### config.mk
export PLATFORM = sky130hd
export DESIGN_NAME = sdcmd_tracker
export DESIGN_NICKNAME = d
export VERILOG_FILES = /design/src/rtl/sdcmd_pkg.sv /design/src/rtl/sdcmd_decode.sv /design/src/rtl/sdcmd_bank.sv /design/src/rtl/sdcmd_burst.sv /design/src/rtl/sdcmd_tracker.sv
export SDC_FILE = /design/constraint.sdc
export NUM_CORES = 1
export LEC_CHECK = 0
export ABC_AREA = 1
export BUFFER_PORTS_ARGS = -buffer_cell sky130_fd_sc_hd__buf_4
export CAP_MARGIN = 5
export CELL_PAD_IN_SITES_DETAIL_PLACEMENT = 1
export CELL_PAD_IN_SITES_GLOBAL_PLACEMENT = 2
export CORE_MARGIN = 4
export CORE_UTILIZATION = 27
export DETAILED_ROUTE_END_ITERATION = 10
export PLACE_DENSITY_LB_ADDON = 0.25
export SETUP_SLACK_MARGIN = 0.02
export SYNTH_ARGS = -nofsm -noshare
export SYNTH_HDL_FRONTEND = slang
export SYNTH_SLANG_ARGS = --single-unit
### constraint.sdc
create_clock -name clk -period 3.5 [get_ports clk]
set_input_delay 1.05 -clock clk [delete_from_list [all_inputs] [get_ports clk]]
set_output_delay 1.05 -clock clk [all_outputs]
set_load 0.01 [all_outputs]
### src/rtl/sdcmd_pkg.sv
// Shared command codes and burst-length helper for the SDRAM command tracker.
// Assumes the mode burst-length field is three bits wide.
package sdcmd_pkg;

    typedef enum logic [3:0] {
        CMD_INHIBIT = 4'd0,
        CMD_NOP     = 4'd1,
        CMD_ACTIVE  = 4'd2,
        CMD_READ    = 4'd3,
        CMD_WRITE   = 4'd4,
        CMD_BTERM   = 4'd5,
        CMD_PRECH   = 4'd6,
        CMD_AREF    = 4'd7,
        CMD_SREF    = 4'd8,
        CMD_LMR     = 4'd9,
        CMD_SLEEP   = 4'd10
    } cmd_e;

    localparam logic [2:0] BL_PAGE_CODE = 3'b111;

    // Beat count of a fixed burst-length code; unknown codes fall back to 1.
    function automatic int unsigned beats_for(input logic [2:0] code);
        case (code)
            3'b001:  return 2;
            3'b010:  return 4;
            3'b011:  return 8;
            default: return 1;
        endcase
    endfunction

endpackage

### src/rtl/sdcmd_decode.sv
// Pure pin-pattern decoder: maps the four strobes plus cke to a command code.
// Assumes the pins are already registered; no state is held here.
module sdcmd_decode
    import sdcmd_pkg::*;
(
    input  logic cs_n,
    input  logic ras_n,
    input  logic cas_n,
    input  logic we_n,
    input  logic cke,
    output cmd_e cmd
);

    // Truth-table decode of the strobe pattern.
    always_comb begin
        if (cs_n) begin
            cmd = CMD_INHIBIT;
        end else begin
            case ({ras_n, cas_n, we_n})
                3'b111:  cmd = CMD_NOP;
                3'b011:  cmd = CMD_ACTIVE;
                3'b101:  cmd = CMD_READ;
                3'b100:  cmd = CMD_WRITE;
                3'b110:  cmd = CMD_BTERM;
                3'b010:  cmd = CMD_PRECH;
                3'b001:  cmd = cke ? CMD_AREF : CMD_SREF;
                default: cmd = CMD_LMR;
            endcase
        end
    end

endmodule

### src/rtl/sdcmd_bank.sv
// State of one bank: open flag and stored row.
// Assumes the caller never asks to open and close in the same cycle.
module sdcmd_bank #(
    parameter int ROW_W = 13
) (
    input  logic             clk,
    input  logic             rst_n,
    input  logic             open_i,
    input  logic [ROW_W-1:0] row_i,
    input  logic             close_i,
    output logic             is_open_o,
    output logic [ROW_W-1:0] row_o
);

    // Open on a granted activate, close on any precharge source.
    always_ff @(posedge clk) begin
        if (!rst_n) begin
            is_open_o <= 1'b0;
            row_o     <= '0;
        end else if (open_i) begin
            is_open_o <= 1'b1;
            row_o     <= row_i;
        end else if (close_i) begin
            is_open_o <= 1'b0;
        end
    end

    AST_OPEN_CLOSE_EXCL: assert property (@(posedge clk) disable iff (!rst_n)
        !(open_i && close_i));

    AST_CLOSED_ROW_HELD: assert property (@(posedge clk) disable iff (!rst_n)
        (!is_open_o && !open_i) |=> $stable(row_o));

endmodule

### src/rtl/sdcmd_burst.sv
// Tracks the single burst in flight: remaining beats, its bank, whether it
// writes and whether it will auto-close the bank when it ends.
// Assumes at most one burst is active; a new start replaces the old one.
module sdcmd_burst #(
    parameter int PAGE_COLS = 512,
    parameter int BA_W      = 2,
    localparam int CNT_W    = $clog2(PAGE_COLS + 1)
) (
    input  logic            clk,
    input  logic            rst_n,
    input  logic            start_i,
    input  logic            is_wr_i,
    input  logic [CNT_W-1:0] len_i,
    input  logic            ap_i,
    input  logic [BA_W-1:0] bank_i,
    input  logic            stop_i,
    input  logic            pre_i,
    input  logic            pre_all_i,
    output logic            close_o,
    output logic [BA_W-1:0] close_bank_o,
    output logic            wr_beat_o
);

    logic [CNT_W-1:0] left_q;
    logic             wr_q;
    logic             ap_q;
    logic [BA_W-1:0]  bank_q;
    logic             kill;

    // A precharge covering the burst's bank cancels the pending close.
    assign kill = pre_i && (pre_all_i || (bank_i == bank_q));

    // Load, stop or count down the burst.
    always_ff @(posedge clk) begin
        if (!rst_n) begin
            left_q <= '0;
            wr_q   <= 1'b0;
            ap_q   <= 1'b0;
            bank_q <= '0;
        end else if (start_i) begin
            left_q <= len_i;
            wr_q   <= is_wr_i;
            ap_q   <= ap_i;
            bank_q <= bank_i;
        end else if (stop_i) begin
            left_q <= '0;
            ap_q   <= 1'b0;
        end else begin
            if (left_q != '0) left_q <= left_q - 1'b1;
            if (kill || left_q == CNT_W'(1)) ap_q <= 1'b0;
        end
    end

    // Close fires on the last-beat edge unless something replaces the burst.
    assign close_o      = ap_q && (left_q == CNT_W'(1)) && !start_i && !stop_i;
    assign close_bank_o = bank_q;
    assign wr_beat_o    = wr_q && (left_q >= CNT_W'(2));

    AST_LEFT_BOUND: assert property (@(posedge clk) disable iff (!rst_n)
        left_q <= CNT_W'(PAGE_COLS));

    AST_STOP_CLEARS: assert property (@(posedge clk) disable iff (!rst_n)
        (stop_i && !start_i) |=> (left_q == '0 && !ap_q));

endmodule

### src/rtl/sdcmd_tracker.sv
// Top of the SDRAM command tracker: decodes commands, judges legality
// against bank state, keeps the mode store, self refresh state and the
// data-mask controls. Assumes inputs are registered pins sampled each edge.
module sdcmd_tracker
    import sdcmd_pkg::*;
#(
    parameter int NUM_BANKS  = 4,
    parameter int ROW_W      = 13,
    parameter int AP_BIT     = 10,
    parameter int WS_BIT     = 9,
    parameter int PAGE_COLS  = 512,
    parameter int RD_DQM_LAT = 2,
    localparam int BA_W      = $clog2(NUM_BANKS),
    localparam int CNT_W     = $clog2(PAGE_COLS + 1)
) (
    input  logic                       clk,
    input  logic                       rst_n,
    input  logic                       cs_n,
    input  logic                       ras_n,
    input  logic                       cas_n,
    input  logic                       we_n,
    input  logic                       cke,
    input  logic [ROW_W-1:0]           addr,
    input  logic [BA_W-1:0]            ba,
    input  logic                       dqm,
    output logic [3:0]                 cmd_o,
    output logic                       illegal_o,
    output logic [NUM_BANKS-1:0]       bank_open_o,
    output logic [NUM_BANKS*ROW_W-1:0] bank_row_o,
    output logic                       rd_hiz_o,
    output logic                       wr_mask_o
);

    cmd_e             dec;
    cmd_e             cmd_eff;
    logic             in_sr_q;
    logic [2:0]       mode_bl_q;
    logic             mode_ws_q;
    logic [ROW_W-1:0] rows_w [NUM_BANKS];
    logic             tgt_open, any_open, illegal_now;
    logic             rw_go, is_wr, single_wr, page, ap_req;
    logic             pre_go, stop, sref_go, lmr_go;
    logic [CNT_W-1:0] len;
    logic             ap_close, wr_beat;
    logic [BA_W-1:0]  ap_bank;

    sdcmd_decode u_dec (
        .cs_n(cs_n), .ras_n(ras_n), .cas_n(cas_n), .we_n(we_n),
        .cke(cke), .cmd(dec)
    );

    // Self refresh hides the pins behind a sleep code.
    assign cmd_eff  = in_sr_q ? CMD_SLEEP : dec;
    assign tgt_open = bank_open_o[ba];
    assign any_open = |bank_open_o;

    // Rule check against the bank state before this edge.
    always_comb begin
        case (cmd_eff)
            CMD_ACTIVE:                   illegal_now = tgt_open;
            CMD_READ, CMD_WRITE:          illegal_now = !tgt_open;
            CMD_LMR, CMD_AREF, CMD_SREF:  illegal_now = any_open;
            default:                      illegal_now = 1'b0;
        endcase
    end

    // Burst launch parameters derived from the mode store.
    assign is_wr     = (cmd_eff == CMD_WRITE);
    assign rw_go     = (cmd_eff == CMD_READ || is_wr) && !illegal_now;
    assign single_wr = is_wr && mode_ws_q;
    assign page      = (mode_bl_q == BL_PAGE_CODE) && !single_wr;
    assign len       = single_wr ? CNT_W'(1) :
                       page      ? CNT_W'(PAGE_COLS) : CNT_W'(beats_for(mode_bl_q));
    assign ap_req    = addr[AP_BIT] && !page;
    assign pre_go    = (cmd_eff == CMD_PRECH);
    assign sref_go   = (cmd_eff == CMD_SREF) && !illegal_now;
    assign lmr_go    = (cmd_eff == CMD_LMR) && !illegal_now;
    assign stop      = (cmd_eff == CMD_BTERM) || sref_go;

    sdcmd_burst #(.PAGE_COLS(PAGE_COLS), .BA_W(BA_W)) u_burst (
        .clk(clk), .rst_n(rst_n), .start_i(rw_go), .is_wr_i(is_wr),
        .len_i(len), .ap_i(ap_req), .bank_i(ba), .stop_i(stop),
        .pre_i(pre_go), .pre_all_i(addr[AP_BIT]),
        .close_o(ap_close), .close_bank_o(ap_bank), .wr_beat_o(wr_beat)
    );

    for (genvar b = 0; b < NUM_BANKS; b++) begin : g_bank
        logic act_en, close_en;
        assign act_en   = (cmd_eff == CMD_ACTIVE) && !illegal_now && (ba == BA_W'(b));
        assign close_en = (pre_go && (addr[AP_BIT] || ba == BA_W'(b))) ||
                          (ap_close && ap_bank == BA_W'(b));
        sdcmd_bank #(.ROW_W(ROW_W)) u_bank (
            .clk(clk), .rst_n(rst_n), .open_i(act_en), .row_i(addr),
            .close_i(close_en), .is_open_o(bank_open_o[b]), .row_o(rows_w[b])
        );
        assign bank_row_o[b*ROW_W +: ROW_W] = rows_w[b];
    end

    // Mode store: burst-length code and single-write option.
    always_ff @(posedge clk) begin
        if (!rst_n) begin
            mode_bl_q <= 3'b000;
            mode_ws_q <= 1'b0;
        end else if (lmr_go) begin
            mode_bl_q <= addr[2:0];
            mode_ws_q <= addr[WS_BIT];
        end
    end

    // Self refresh state: enter on a legal entry, leave when cke returns.
    always_ff @(posedge clk) begin
        if (!rst_n)              in_sr_q <= 1'b0;
        else if (in_sr_q && cke) in_sr_q <= 1'b0;
        else if (sref_go)        in_sr_q <= 1'b1;
    end

    // Registered command code and rule-break pulse.
    always_ff @(posedge clk) begin
        if (!rst_n) begin
            cmd_o     <= CMD_INHIBIT;
            illegal_o <= 1'b0;
        end else begin
            cmd_o     <= cmd_eff;
            illegal_o <= illegal_now;
        end
    end

    // Read mask delay line, one register per clock of latency.
    logic [RD_DQM_LAT-1:0] hiz_pipe;
    for (genvar s = 0; s < RD_DQM_LAT; s++) begin : g_hiz
        always_ff @(posedge clk) begin
            if (!rst_n)      hiz_pipe[s] <= 1'b0;
            else if (s == 0) hiz_pipe[s] <= dqm;
            else             hiz_pipe[s] <= hiz_pipe[(s == 0) ? 0 : s-1];
        end
    end
    assign rd_hiz_o = hiz_pipe[RD_DQM_LAT-1];

    // Write mask acts in the same cycle as the data it covers.
    assign wr_mask_o = dqm && ((rw_go && is_wr) || wr_beat);

    AST_ACT_STORES_ROW: assert property (@(posedge clk) disable iff (!rst_n)
        (cmd_o == CMD_ACTIVE && !illegal_o) |->
        (bank_open_o[$past(ba)] && rows_w[$past(ba)] == $past(addr)));

    AST_BAD_ACT_KEEPS_ROW: assert property (@(posedge clk) disable iff (!rst_n)
        (cmd_o == CMD_ACTIVE && illegal_o) |-> $stable(bank_row_o));

    AST_PRE_ALL_IDLE: assert property (@(posedge clk) disable iff (!rst_n)
        (cmd_o == CMD_PRECH && $past(addr[AP_BIT])) |-> (bank_open_o == '0));

    AST_RW_ON_OPEN: assert property (@(posedge clk) disable iff (!rst_n)
        ((cmd_o == CMD_READ || cmd_o == CMD_WRITE) && !illegal_o) |->
        bank_open_o[$past(ba)]);

    AST_LMR_ALL_IDLE: assert property (@(posedge clk) disable iff (!rst_n)
        (cmd_o == CMD_LMR && !illegal_o) |-> (bank_open_o == '0));

    AST_SLEEP_FROZEN: assert property (@(posedge clk) disable iff (!rst_n)
        (cmd_o == CMD_SLEEP) |-> ($stable(bank_open_o) && !illegal_o));

    AST_HIZ_FIRST_STAGE: assert property (@(posedge clk) disable iff (!rst_n)
        hiz_pipe[0] == $past(dqm));

endmodule

==> key figures <==
Outcome
  • Outcome: finished with violations
  • Failing checks: negative setup slack

Placed design
  • Port bufs: 85
  • Gpl congestion: 0.804
  • Placed instance count: between 700 and 800
  • Detailed placement HPWL: roughly 8600 um

Clock tree
  • Clock buffer count from CTS: 9
  • Clock slew at reported path FFs: approximately 0.070 ns
  • Clk Tree Root Cell: sky130_fd_sc_hd__clkbuf_16
  • TritonCTS clock tree: built
  • Clock sink count: 82
  • Clk buf depth: 2
  • Hold bufs inserted after CTS: 0
  • Worst-skew pair later-pin latency: around 0.35 ns
  • Max H-tree Level: 3

STA
  • Max Transition Viols Final: 0
  • Final period util: 1.02
  • Maximum clock frequency: around 280 MHz
  • Final count of negative-setup-slack endpoints: 1
  • Worst-case setup margin in the final layout: -0.0722 ns
  • Setup repair after global routing missed its margin: yes
  • Final TNS setup: -0.0722 ns
  • Relative max-transition margin: 0.472
  • Worst-margin pin slew: a little under 0.8 ns
  • Total count of hold-check failures in the final report: 0
  • Hold WS: ~0.4 ns
  • Post-route minimum period: 3.57 ns
  • Post-Route Skew: between 0.007 and 0.008 ns

Power and ir drop
  • Worst vdd ir: just over 200 uV
  • Reported leakage power: approximately 0.0021 uW
  • Areal power density over the cells: 535 mW/mm2

Logic synthesis
  • Async S/R FF share, synth: 0
  • Predominant post-synthesis flop cell: sky130_fd_sc_hd__dfxtp_1
  • FF+latch count, synth: 82
  • Count of distinct cell types in the synthesized netlist: 38
  • Synth Net Count: roughly 520
  • Top-count cell post-synth: sky130_fd_sc_hd__dfxtp_1
  • Number of synthesized flops with an enable pin: 0
  • Cell count after synthesis: 492
  • Synth Warn #: 0
  • Share of synthesized area occupied by flip-flops and latches: 0.440
  • Cell taking the most area after synthesis: sky130_fd_sc_hd__dfxtp_1
  • Post-synthesis instance area: 0.00373 mm2
  • Fraction of synthesized cell area taken by the top area cell type: 0.440
  • Top cells by area in the synthesized netlist: sky130_fd_sc_hd__dfxtp_1 (44%), sky130_fd_sc_hd__a21oi_1 (7.6%), sky130_fd_sc_hd__nor2_1 (6.9%)
  • Synth cell count leaders: sky130_fd_sc_hd__dfxtp_1 (82), sky130_fd_sc_hd__nor2_1 (69), sky130_fd_sc_hd__inv_1 (63)
  • Mean instance size in the synthesized netlist: 7.58 um2

Global routing
  • Global-route wire length before repair: approximately 19,000 um
  • Antenna violations before repair: 0
  • Maximum number of pins on one net before global-route repair: 29
  • GRT Util Overall: 0.149
  • Congestion Overflow GR: 0
  • Via count of the first global-routing pass: around 3,600

Setup path
  • Data arrival time of the critical path: around 2.5 ns
  • Critical-path maximum fanout: 6
  • Setup slack on the worst flop-to-flop path: 1.21 ns
  • Category of the worst setup path capture point: primary output
  • Number of cells on the worst reg-to-reg path: 14
  • Reg2reg start: in_sr_q
  • Reg-to-reg endpoint: g_bank[2].u_bank.is_open_o
  • Startpoint type of the worst setup path: primary input
  • Data required time at the worst endpoint: roughly 2.5 ns
  • CP Class: in2out

Drt
  • Via count: roughly 3,500
  • Number of remaining DRC errors: 0
  • Detailed-route wire length per cell: around 15 um
  • Average via count per standard cell: roughly 4.5
  • Iteration-0 DRC Markers: approximately 130
  • Post-DRT Antenna Nets: 0
  • Total iterations of the first detailed-routing run: 4
  • Post-detailed-routing wire length: between 10,000 and 15,000 um

Worst hold path
  • Type of the worst min-delay path: reg2reg
  • Hold-critical path depth: 2
  • Hold wc startpoint: hiz_pipe[0]
  • Hold-critical path endpoint: rd_hiz_o

Cells and area
  • Area Growth Syn to Fin: 33.8%
  • Final Net Count: 613
  • Antenna diode count: 0
  • Final standard cell count with taps included and fillers excluded: between 700 and 800
  • Number of fill cells in the layout: about 1,700
  • Fraction of layout cells with a size suffix above 1: 0.287

Floorplanning
  • Area of the core: roughly 0.013 mm2
  • Floorplan row count: 42
  • Die height: between 100 and 150 um
  • Die extent in x: approximately 130 um
  • Starting density of the core: 0.278
  • Die area: around 0.016 mm2
  • Number of primary I/O pins: 86

Flow run
  • # Max-Cap Violations: 0
==> timing repair <==
action,4_1_cts,5_1_grt
setup endpoints to repair,1,1
setup buffers,3,0
pin swaps,6,2
resized for setup,16,2
==> registers in the layout, summed over array words and instances, names as in the netlist <==
register and cells:
u_burst.left_q 10, u_burst.wr_q 1, u_burst.ap_q 1, rd_hiz_o 1, g_bank.u_bank.row_o 52, g_bank.u_bank.is_open_o 4
u_burst.close_bank_o 2, illegal_o 1, in_sr_q 1, hiz_pipe 1, cmd_o 4, mode_bl_q 3
mode_ws_q 1
==> stage by stage <==
step	utilization	total power [uW]	cell area, um2	setup WS, ns
2_1_floorplan	-	1480	3740	0.0486
5_1_grt	0.373	2840	4990	-0.166
3_5_place_dp	0.343	1680	4590	-0.232
3_3_place_gp	0.343	1660	4590	-0.169
4_1_cts	0.372	2710	4990	-0.0568
6_report	0.373	2670	4990	-0.0722
==> layer usage <==
metal,global-route usage,share of wire,vias to the layer above
li1,-,-,1775
met1,0.195,0.48,1634
met2,0.242,0.47,51
met3,0.0299,0.032,11
met4,0.0574,0.017,0
met5,0,0,-
==> critical path, cell delays in order <==
cell and delay (ns):
sky130_fd_sc_hd__buf_8 0.08, sky130_fd_sc_hd__clkinvlp_4 0.16, sky130_fd_sc_hd__nand3_4 0.13, sky130_fd_sc_hd__nand2_2 0.07
sky130_fd_sc_hd__a21oi_4 0.19, sky130_fd_sc_hd__nor2_2 0.10, sky130_fd_sc_hd__nand2_2 0.07, sky130_fd_sc_hd__nand2_2 0.06
sky130_fd_sc_hd__nand2_4 0.08, sky130_fd_sc_hd__nand3_4 0.07, sky130_fd_sc_hd__or2_4 0.23, sky130_fd_sc_hd__a21boi_2 0.11
sky130_fd_sc_hd__buf_4 0.13
==> where the power goes <==
group	switching (uW)	internal (uW)	total (uW)
registers	50.1	1000	1050
logic	371	249	619
clock network	406	594	1000
==> layout by cell type (no fill, tap or decap), types with 5 or more instances in the layout <==
cell	Yosys	layout
sky130_fd_sc_hd__o21ai_0	40	39
sky130_fd_sc_hd__inv_1	63	61
sky130_fd_sc_hd__nand3_2	3	6
sky130_fd_sc_hd__nor3_1	6	6
sky130_fd_sc_hd__buf_4	5	107
sky130_fd_sc_hd__a21oi_1	57	57
sky130_fd_sc_hd__nand2_1	56	50
sky130_fd_sc_hd__nor2_1	69	68
sky130_fd_sc_hd__clkbuf_16	0	9
sky130_fd_sc_hd__xnor2_1	5	5
sky130_fd_sc_hd__nand3_4	5	6
sky130_fd_sc_hd__nand2_2	5	11
sky130_fd_sc_hd__inv_2	4	5
sky130_fd_sc_hd__dfxtp_1	82	82
sky130_fd_sc_hd__o21ai_1	11	12
sky130_fd_sc_hd__nand3_1	30	26
==> logic make-up (layout without fill, tap and decap cells) <==
kind of cell | count (synthesis) | in the layout | share of synthesized area
simple gates | 188 | 188 | 0.247
xor+xnor | 9 | 9 | 0.0211
buf+inv | 92 | 192 | 0.112
fa+ha+maj | 3 | 3 | 0.0101
flops | 82 | 82 | 0.440
compound gates | 118 | 118 | 0.169
==> final cells by class <==
type,count,area (um2),area share
timing repair buffer,109,830,0.166
clock buffer,11,253,0.0506
inverter,67,255,0.0511
clock inverter,5,60.1,0.0120
multi-input combinational,318,1730,0.347
sequential,82,1640,0.329
tap,176,220,0.0441
==> worst max-delay path by stage <==
| stage | start | to | slack [ns] | cells after the start |
|---|---|---|---|---|
| finish | ras_n | wr_mask_o | -0.07 | 13 |
| global route | ras_n | wr_mask_o | -0.17 | 13 |
| CTS | ras_n | wr_mask_o | -0.06 | 13 |
| detailed placement | ras_n | wr_mask_o | -0.23 | 14 |
| global placement | cas_n | wr_mask_o | -0.17 | 12 |
| floorplan | cs_n | wr_mask_o | 0.05 | 10 |
No activity file was read; power rests on OpenSTA's default activity.
